$ cat config.mk
export PLATFORM = sky130hd
export DESIGN_NAME = fri_unit
export DESIGN_NICKNAME = d
export VERILOG_FILES = /design/src/rtl/fri_pkg.sv /design/src/rtl/fri_classify.sv /design/src/rtl/fri_round_core.sv /design/src/rtl/fri_unit.sv
export SDC_FILE = /design/constraint.sdc
export NUM_CORES = 1
export LEC_CHECK = 0
export BUFFER_PORTS_ARGS = -buffer_cell sky130_fd_sc_hd__buf_4
export CORE_MARGIN = 10
export CORE_UTILIZATION = 25
export DETAILED_ROUTE_END_ITERATION = 10
export PLACE_DENSITY_LB_ADDON = 0.12
export SLEW_MARGIN = 20
export SYNTH_ARGS = -nofsm -noshare
export SYNTH_HDL_FRONTEND = slang
export SYNTH_HIERARCHICAL = 1
export SYNTH_SLANG_ARGS = --single-unit
export TNS_END_PERCENT = 30
$ cat constraint.sdc
create_clock -name clk -period 9.05 [get_ports clk]
set_input_delay 0.4525 -clock clk [delete_from_list [all_inputs] [get_ports clk]]
set_output_delay 0.4525 -clock clk [all_outputs]
set_load 0.05 [all_outputs]
$ cat src/rtl/fri_pkg.sv
package fri_pkg;

    localparam int unsigned DP_EXP_W  = 11;
    localparam int unsigned DP_FRAC_W = 52;

    // Rounding selector encoding (fixed by the port contract)
    typedef enum logic [1:0] {
        RM_NEAR_AWAY = 2'b00,
        RM_TRUNC     = 2'b01,
        RM_CEIL      = 2'b10,
        RM_FLOOR     = 2'b11
    } rmode_e;

    // Operand classes; each selects one result path
    typedef enum logic [2:0] {
        CLS_ZERO,
        CLS_SUB_ONE,
        CLS_FRACTIONAL,
        CLS_INTEGRAL,
        CLS_INF,
        CLS_QNAN,
        CLS_SNAN
    } opcls_e;

    // Shared increment decision for every finite path that drops bits
    function automatic logic round_up(input rmode_e mode, input logic sgn,
                                      input logic has_frac, input logic at_half);
        logic up;
        unique case (mode)
            RM_NEAR_AWAY: up = at_half;
            RM_TRUNC:     up = 1'b0;
            RM_CEIL:      up = has_frac & ~sgn;
            RM_FLOOR:     up = has_frac & sgn;
            default:      up = 1'b0;
        endcase
        return up;
    endfunction

endpackage

$ cat src/rtl/fri_classify.sv
module fri_classify
    import fri_pkg::*;
#(
    parameter int unsigned EXP_W  = DP_EXP_W,
    parameter int unsigned FRAC_W = DP_FRAC_W,
    localparam int unsigned WORD_W = 1 + EXP_W + FRAC_W
) (
    input  logic [WORD_W-1:0] op,
    output opcls_e            cls
);

    localparam logic [EXP_W-1:0] BIAS    = EXP_W'((1 << (EXP_W - 1)) - 1);
    localparam logic [EXP_W-1:0] EXP_MAX = '1;
    localparam logic [EXP_W-1:0] INT_EXP = BIAS + EXP_W'(FRAC_W);

    logic [EXP_W-1:0]  exp_f;
    logic [FRAC_W-1:0] frac_f;

    assign exp_f  = op[WORD_W-2 -: EXP_W];
    assign frac_f = op[FRAC_W-1:0];

    always_comb begin
        if (exp_f == EXP_MAX) begin
            if (frac_f == '0)          cls = CLS_INF;
            else if (frac_f[FRAC_W-1]) cls = CLS_QNAN;
            else                       cls = CLS_SNAN;
        end else if (exp_f == '0 && frac_f == '0) begin
            cls = CLS_ZERO;
        end else if (exp_f < BIAS) begin
            cls = CLS_SUB_ONE;
        end else if (exp_f >= INT_EXP) begin
            cls = CLS_INTEGRAL;
        end else begin
            cls = CLS_FRACTIONAL;
        end
    end

endmodule

$ cat src/rtl/fri_round_core.sv
module fri_round_core
    import fri_pkg::*;
#(
    parameter int unsigned EXP_W  = DP_EXP_W,
    parameter int unsigned FRAC_W = DP_FRAC_W,
    localparam int unsigned WORD_W = 1 + EXP_W + FRAC_W
) (
    input  logic [WORD_W-1:0] op,
    input  rmode_e            mode,
    input  opcls_e            cls,
    output logic [WORD_W-1:0] res,
    output logic              snan
);

    localparam int unsigned MANT_W = FRAC_W + 1;
    localparam int unsigned SH_W   = $clog2(FRAC_W + 1);
    localparam logic [EXP_W-1:0] BIAS = EXP_W'((1 << (EXP_W - 1)) - 1);
    localparam logic [WORD_W-1:0] QUIET_BIT = WORD_W'(1) << (FRAC_W - 1);

    logic              sgn;
    logic [EXP_W-1:0]  exp_f;
    logic [FRAC_W-1:0] frac_f;

    assign sgn    = op[WORD_W-1];
    assign exp_f  = op[WORD_W-2 -: EXP_W];
    assign frac_f = op[FRAC_W-1:0];

    // Below-one path: result magnitude is 0 or 1
    logic sub_up;
    assign sub_up = round_up(mode, sgn, 1'b1, exp_f == (BIAS - EXP_W'(1)));

    // Fractional path: mask off the fraction bits, add one integral unit if needed
    logic [EXP_W-1:0]  ue;
    logic [SH_W-1:0]   fbits;
    logic [MANT_W-1:0] mant;
    logic [MANT_W:0]   one_unit;
    logic [MANT_W:0]   mask_w;
    logic [MANT_W-1:0] frac_part;
    logic [MANT_W-1:0] int_part;
    logic [MANT_W-1:0] half;
    logic              frac_up;
    logic [MANT_W:0]   sum;
    logic              carry;

    always_comb begin
        ue        = exp_f - BIAS;
        fbits     = SH_W'(FRAC_W) - ue[SH_W-1:0];
        mant      = {1'b1, frac_f};
        one_unit  = (MANT_W + 1)'(1) << fbits;
        mask_w    = one_unit - (MANT_W + 1)'(1);
        frac_part = mant & mask_w[MANT_W-1:0];
        int_part  = mant & ~mask_w[MANT_W-1:0];
        half      = one_unit[MANT_W:1];
        frac_up   = round_up(mode, sgn, |frac_part, |(frac_part & half));
        sum       = {1'b0, int_part} + (frac_up ? one_unit : '0);
        carry     = sum[MANT_W];
    end

    always_comb begin
        res  = op;
        snan = 1'b0;
        unique case (cls)
            CLS_SNAN: begin
                res  = op | QUIET_BIT;
                snan = 1'b1;
            end
            CLS_SUB_ONE: begin
                res = {sgn, (sub_up ? BIAS : {EXP_W{1'b0}}), {FRAC_W{1'b0}}};
            end
            CLS_FRACTIONAL: begin
                if (carry) res = {sgn, exp_f + EXP_W'(1), {FRAC_W{1'b0}}};
                else       res = {sgn, exp_f, sum[FRAC_W-1:0]};
            end
            CLS_ZERO, CLS_INTEGRAL, CLS_INF, CLS_QNAN: begin
                res = op;
            end
            default: res = op;
        endcase
    end

endmodule

$ cat src/rtl/fri_unit.sv
module fri_unit
    import fri_pkg::*;
#(
    parameter int unsigned EXP_W  = DP_EXP_W,
    parameter int unsigned FRAC_W = DP_FRAC_W,
    localparam int unsigned WORD_W = 1 + EXP_W + FRAC_W
) (
    input  logic              clk,
    input  logic              rst_n,
    input  logic              in_valid,
    input  logic [WORD_W-1:0] in_operand,
    input  logic [1:0]        in_mode,
    output logic              out_valid,
    output logic [WORD_W-1:0] out_result,
    output logic              out_snan_invalid,
    output logic              out_cvt_invalid,
    output logic              out_inexact
);

    opcls_e            cls;
    logic [WORD_W-1:0] res_c;
    logic              snan_c;

    fri_classify #(.EXP_W(EXP_W), .FRAC_W(FRAC_W)) u_cls (
        .op  (in_operand),
        .cls (cls)
    );

    fri_round_core #(.EXP_W(EXP_W), .FRAC_W(FRAC_W)) u_core (
        .op   (in_operand),
        .mode (rmode_e'(in_mode)),
        .cls  (cls),
        .res  (res_c),
        .snan (snan_c)
    );

    always_ff @(posedge clk) begin
        if (!rst_n) begin
            out_valid        <= 1'b0;
            out_result       <= '0;
            out_snan_invalid <= 1'b0;
        end else begin
            out_valid        <= in_valid;
            out_snan_invalid <= in_valid & snan_c;
            if (in_valid) out_result <= res_c;
        end
    end

    // Rounding to an integral value reports neither of these conditions
    assign out_cvt_invalid = 1'b0;
    assign out_inexact     = 1'b0;

endmodule

### Word-level counts from Yosys, hierarchy flattened

Index checks and enable logic that the tools add are counted.

| word-level totals | value |
|---|---|
| bits in registers | 66 |
| output and inout bits | 68 |
| word-level logic and storage cells | 46 |

| operators by class | value |
|---|---|
| $add $sub $neg | 5 |
| order comparisons | 2 |
| equality and inequality tests | 8 |
| shift operators | 1 |
| multiplexer cells | 13 |
| bitwise logic cells | 8 |
| reduce and logical (&&, ||, !) cells | 6 |

Operators with widths:

| kind | count |
|---|---|
| $pmux W63 S3 | 1 |
| $and A53 B53 Y53 | 3 |
| $reduce_or A53 Y1 | 2 |
| $mux W63 | 1 |
| $add A53 B54 Y54 | 1 |
| $mux W54 | 1 |
| $shl A1 B6 Y54 const A | 1 |
| $not A53 Y53 | 1 |
| $sub A53 B1 Y53 const B | 1 |
| $logic_not A52 Y1 | 1 |
| $mux W3 | 4 |
| $add A11 B1 Y11 const B | 1 |
| $eq A11 B10 Y1 const B | 1 |
| $eq A11 B11 Y1 const B | 1 |
| $ge A11 B11 Y1 const B | 1 |
| $logic_not A11 Y1 | 1 |
| $lt A11 B10 Y1 const B | 1 |
| $mux W10 | 1 |
| $pmux W1 S4 | 2 |
| $sub A6 B6 Y6 const A | 1 |
| $sub A6 B6 Y6 const B | 1 |
| $eq A2 B2 Y1 const B | 2 |
| $and A1 B1 Y1 | 3 |
| $eq A3 B1 Y1 const B | 1 |
| other kinds (8) | 9 |

### Depth between registers and ports, before layout

| depth | value |
|---|---|
| depth in word-level cells | 12 |
| mapped depth | 45 |
| gate-level depth less buffers | 38 |

### Modules after synthesis

Netlist, hierarchy kept.

Modules (own cells, without submodules):

| module | instances | cells each | area each (um^2) | sequential area each (um^2) |
|---|---|---|---|---|
| fri_round_core | 1 | 1203 | 7452.1 | 0.0 |
| fri_unit | 1 | 214 | 2543.7 | 1321.3 |
| fri_classify | 1 | 37 | 231.5 | 0.0 |

### Worst setup path before layout

No wires, ideal clock.

| timing path | value |
|---|---|
| path type | input port to flip-flop |
| start | input port in_operand[54] |
| end | register out_result[52] |
| library setup time | 0.117 ns |
| arrival time | 8.497 ns |
| required time | 8.933 ns |
| slack | 0.436 ns |
| stages on the path | 42 |
| buffers on the path | 10 |
| cells stage by stage | buf_6 > clkinv_1 > ha_1 > buf_2 > buf_2 > buf_2 > buf_1 > a21oi_1 > nand2_1 > ha_1 > clkbuf_1 > clkbuf_1 > a31oi_1 > o22a_1 > a222oi_1 > o2111ai_1 > nor4bb_1 > nand4_1 > [6 not listed] > ha_1 > a21o_1 > a21o_1 > a221oi_1 > o41ai_1 > and4_1 > a211oi_1 > a211oi_1 > o211ai_1 > and2_1 > o21ai_0 > a21oi_1 > xor2_1 > buf_2 > nor2_1 > o32a_1 > mux2i_1 > nor2b_1 |

| on the way | value |
|---|---|
| longest elaborated chain between the ends | 12 |

Ends and longest elaborated chain:

| what | line | RTL |
|---|---|---|
| start, declared | fri_unit.sv:11 | `input logic [WORD_W-1:0] in_operand,` |
| $sub A6 B6 Y6 | fri_round_core.sv:46 | `ue = exp_f - BIAS;` |
| $sub A6 B6 Y6 | fri_round_core.sv:47 | `fbits = SH_W'(FRAC_W) - ue[SH_W-1:0];` |
| $shl A1 B6 Y54 | fri_round_core.sv:49 | `one_unit = (MANT_W + 1)'(1) << fbits;` |
| $sub A53 B1 Y53 | fri_round_core.sv:50 | `mask_w = one_unit - (MANT_W + 1)'(1);` |
| $and A53 B53 Y53 | fri_round_core.sv:51 | `frac_part = mant & mask_w[MANT_W-1:0];` |
| $reduce_or A53 Y1 / $and A53 B53 Y53 (equally long branches) | fri_round_core.sv:54 | `frac_up = round_up(mode, sgn, \|frac_part, \|(frac_part & half));` |
| $and A1 B1 Y1, or another cell as far along | fri_pkg.sv:33 | `RM_FLOOR: up = has_frac & sgn;` |
| $pmux W1 S4 | fri_pkg.sv:29 | `unique case (mode)` |
| $mux W54 | fri_round_core.sv:55 | `sum = {1'b0, int_part} + (frac_up ? one_unit : '0);` |
| $add A53 B54 Y54 | fri_round_core.sv:55 |  |
| $mux W63 | fri_round_core.sv:71 | `if (carry) res = {sgn, exp_f + EXP_W'(1), {FRAC_W{1'b0}}};` |
| $pmux W63 S3 (*) | fri_round_core.sv:62 | `unique case (cls)` |
| named net res_c[52] | fri_unit.sv:21 | `logic [WORD_W-1:0] res_c;` |
| end signal, assigned | fri_unit.sv:45 | `if (in_valid) out_result <= res_c;` |
| end, declared | fri_unit.sv:14 | `output logic [WORD_W-1:0] out_result,` |

The timed path passes the listed nets; every way through them passes the cells marked *.
A chain may end at the register's enable or synchronous reset.

### Worst setup path in the final report

| timing path | value |
|---|---|
| start | input port in_operand[53] |
| end | register out_result[61] |

The elaborated chain is that of the path after synthesis.

==> reports/qor.csv <==
metric,value,unit
startpoint_type,primary input,
ys_ff_latch,66,
ys_seq_area_share,12.92,%
startpoint,in_operand[53],
grt_overflow,0,
vias_per_cell,5.327,
place_ws,-0.4389,ns
antenna_left,0,
max_cap_viol_count,0,
ios,137,
die_y,222.3,um
r2r_cells,2,
dpl_cell_area,0.01319,mm^2
synth_common_cells,"nand2_1, nor2_1, nor2b_1, a21oi_1, o21ai_0",
wirelength,52.18,mm
drc,0,
grtUsageMet3,3.361,%
finish.utilization,33.23,%
reg2reg_from,out_result[58]$_SDFFE_PN0P_,
setup-violations-final,0,
core_area,0.04065,mm^2
h-tree-depth,3,
track_usage,20.43,%
setup_slack,0.3012,ns
fin_area,0.01351,mm^2
fin_crit,8.749,ns
async_reset_ff_share,0,%
yosys.area.top_type,dfxtp_1,
synth_cells,1454,
crit_arrival,9.08,ns
hold_viol_final,0,
synthDominantCellAreaShare,12.92,%
clk_latency,0.39,ns
cts_buffers,9,
gp_congestion,0.9702,
final_cells,2281,
intPower,778.5,uW
synth.most_common_cell,nand2_1,
grt_pass1_vias,12556,
dieArea,0.04940,mm^2
synth.area.top_cells,"dfxtp_1, ha_1, mux2i_1, nor2b_1, xnor2_1",
crit_required,9.38,ns
period_share,96.67,%
switchingPower,583.5,uW
syn-cell-area,0.01023,mm^2
cp.buffers_inverters,8,
crit_type,primary input to flip-flop,
grt_pass1_wl,78.76,mm
ff2ff_setup_slack,8.43,ns
hold_class,primary input to flip-flop,
drtIter0Drc,846,
worstMarginPinSlew,0.9219,ns
worst_clock_skew,0,ns
synth_edf_count,0,
comb_power_share,50.1,%
seq_area,0.001321,mm^2
rsz0062_at_grt,false,
fill_cells,4447,
peakVddDrop,104.2,uV
synth_cell_types,92,
status,finished clean,
rr_endpoint,out_result[58]$_SDFFE_PN0P_,
ctsHoldBuffers,0,
via_count,12152,
p_seq_share,23.0,%
leakagePower,6.111,nW
initial_utilization,25.16,%
fmax,114.3,MHz
synth_flop_cell,dfxtp_1,
num_rows,74,
numClockSinks,66,
power.density,100.8,mW/mm^2
crit_family,compound AO/OA/AOI/OAI gates,
cp.depth,37,
io_buffer_count,134,
multi_input_area,0.008237,mm^2
cts_tree,built,
antenna_found_initial,0,
clk_pin_slew,0.06,ns
dr.pass1.iters,7,
top_usage_layer,met2,
yosys_warnings,6,
slew_headroom,37.97,%
cp_common_cell,buf_4,
slew_viol_final,0,
critPathMaxFanout,16,
die_x,222.3,um
syn_area_per_cell,7.034,um^2
grt_use_met2,34.23,%
antenna_cells,0,
drive_gt1_share,23.38,%
cts_max_path_buffers,2,
grt_start_max_net_pins,67,
fin_nets,1876,
critPathCapture,out_result[61]$_SDFFE_PN0P_,
p_clk_share,26.9,%
crit_path_end_kind,flip-flop,
slowest_delay,0.73,ns
wl_per_cell,22.88,um
swShare,42.84,%
clockRootBuffer,clkbuf_16,
dp.cells,2264,
syn2layout_area_growth,32.08,%
cpMaxStageDelayCell,o21ai_0,
grt_use_met1,26.02,%
hpwlAfterDp,41.75,mm
## tightest hold or removal path: stages
cell and delay, ns:
buf_4 0.09, mux2i_1 0.06, nor2b_1 0.10
## state kept, by name (all words and copies together), names as in the netlist
register,count
out_snan_invalid,1
out_result,64
out_valid,1
## timing repair
item                       in CTS  in global routing
resized for setup               1                  9
setup buffers                   0                  1
cloned                          0                  0
setup endpoints to repair      23                 63
pin swaps                       0                  1
## cell usage in the layout, fill, tap and decap left out, types with 20 or more instances in the layout
| cell | netlist | routed |
|---|---|---|
| a21o_1 | 38 | 38 |
| nor3_1 | 45 | 44 |
| nor4_1 | 25 | 25 |
| inv_1 | 62 | 62 |
| ha_1 | 62 | 62 |
| mux2i_1 | 69 | 69 |
| o21ai_0 | 72 | 70 |
| buf_4 | 9 | 357 |
| xor2_1 | 35 | 35 |
| nand2_1 | 139 | 138 |
| a21oi_1 | 74 | 74 |
| nor2b_1 | 86 | 86 |
| dfxtp_1 | 66 | 66 |
| nand4_1 | 26 | 26 |
| nand3_1 | 45 | 45 |
| nor2_1 | 132 | 132 |
| xnor2_1 | 61 | 61 |
| o21ai_1 | 33 | 35 |
| nand2b_1 | 21 | 20 |
## area by class of cell
| type | count | area share (%) |
|---|---|---|
| Clock inverter | 2 | 0.07410 |
| Inverter | 64 | 1.778 |
| Tap cell | 532 | 4.928 |
| Timing Repair Buffer | 361 | 20.43 |
| Multi-Input combinational cell | 1242 | 60.98 |
| Clock buffer | 14 | 2.029 |
| Sequential cell | 66 | 9.781 |
## per-stage QoR
stage	hold WS, ns	power, mW	setup TNS (ns)
2_1_floorplan	0.7035	0.7076	0
3_3_place_gp	0.4978	0.9949	-13.82
3_5_place_dp	0.5072	0.9896	-21.86
4_1_cts	0.3262	1.372	0
5_1_grt	0.3783	1.437	0
6_report	0.3419	1.362	0
## worst min-delay path by stage
| stage | depth (start not counted) | slack, ns | from | to |
|---|---|---|---|---|
| detailed placement | 2 | 0.51 | out_result[57]$_SDFFE_PN0P_ | out_result[57]$_SDFFE_PN0P_ |
| global route | 3 | 0.38 | in_operand[63] | out_result[63]$_SDFFE_PN0P_ |
| CTS | 3 | 0.33 | in_operand[63] | out_result[63]$_SDFFE_PN0P_ |
| global placement | 2 | 0.50 | out_result[62]$_SDFFE_PN0P_ | out_result[62]$_SDFFE_PN0P_ |
| finish | 3 | 0.34 | in_operand[63] | out_result[63]$_SDFFE_PN0P_ |
| floorplan | 3 | 0.70 | in_operand[63] | out_result[63]$_SDFFE_PN0P_ |
## metal layers
| layer | wire length [um] | vias to the layer above |
|---|---|---|
| met5 | 0 | - |
| met2 | 24680 | 381 |
| met3 | 2725 | 76 |
| met1 | 23470 | 5845 |
| met4 | 1307 | 0 |
| li1 | - | 5850 |
## power groups by stage
| stage | clock, mW | sequential (mW) | combinational (mW) |
|---|---|---|---|
| finish | 0.366 | 0.314 | 0.682 |
| global route | 0.392 | 0.316 | 0.729 |
| CTS | 0.385 | 0.314 | 0.673 |
| detailed placement | 0 | 0.320 | 0.669 |
| global placement | 0 | 0.320 | 0.675 |
| floorplan | 0 | 0.371 | 0.336 |
## kinds of logic after synthesis
| kind of cell | share of synthesized area, % |
|---|---|
| AOI/OAI and AO/OA | 26.45 |
| muxes | 6.753 |
| and+or+nand+nor | 30.79 |
| other | 0.03667 |
| DFF | 12.92 |
| buffers and inverters | 6.888 |
| xor gates and xnor gates | 8.380 |
| adders and majority gates | 7.781 |
No activity file was read; power rests on OpenSTA's default activity.
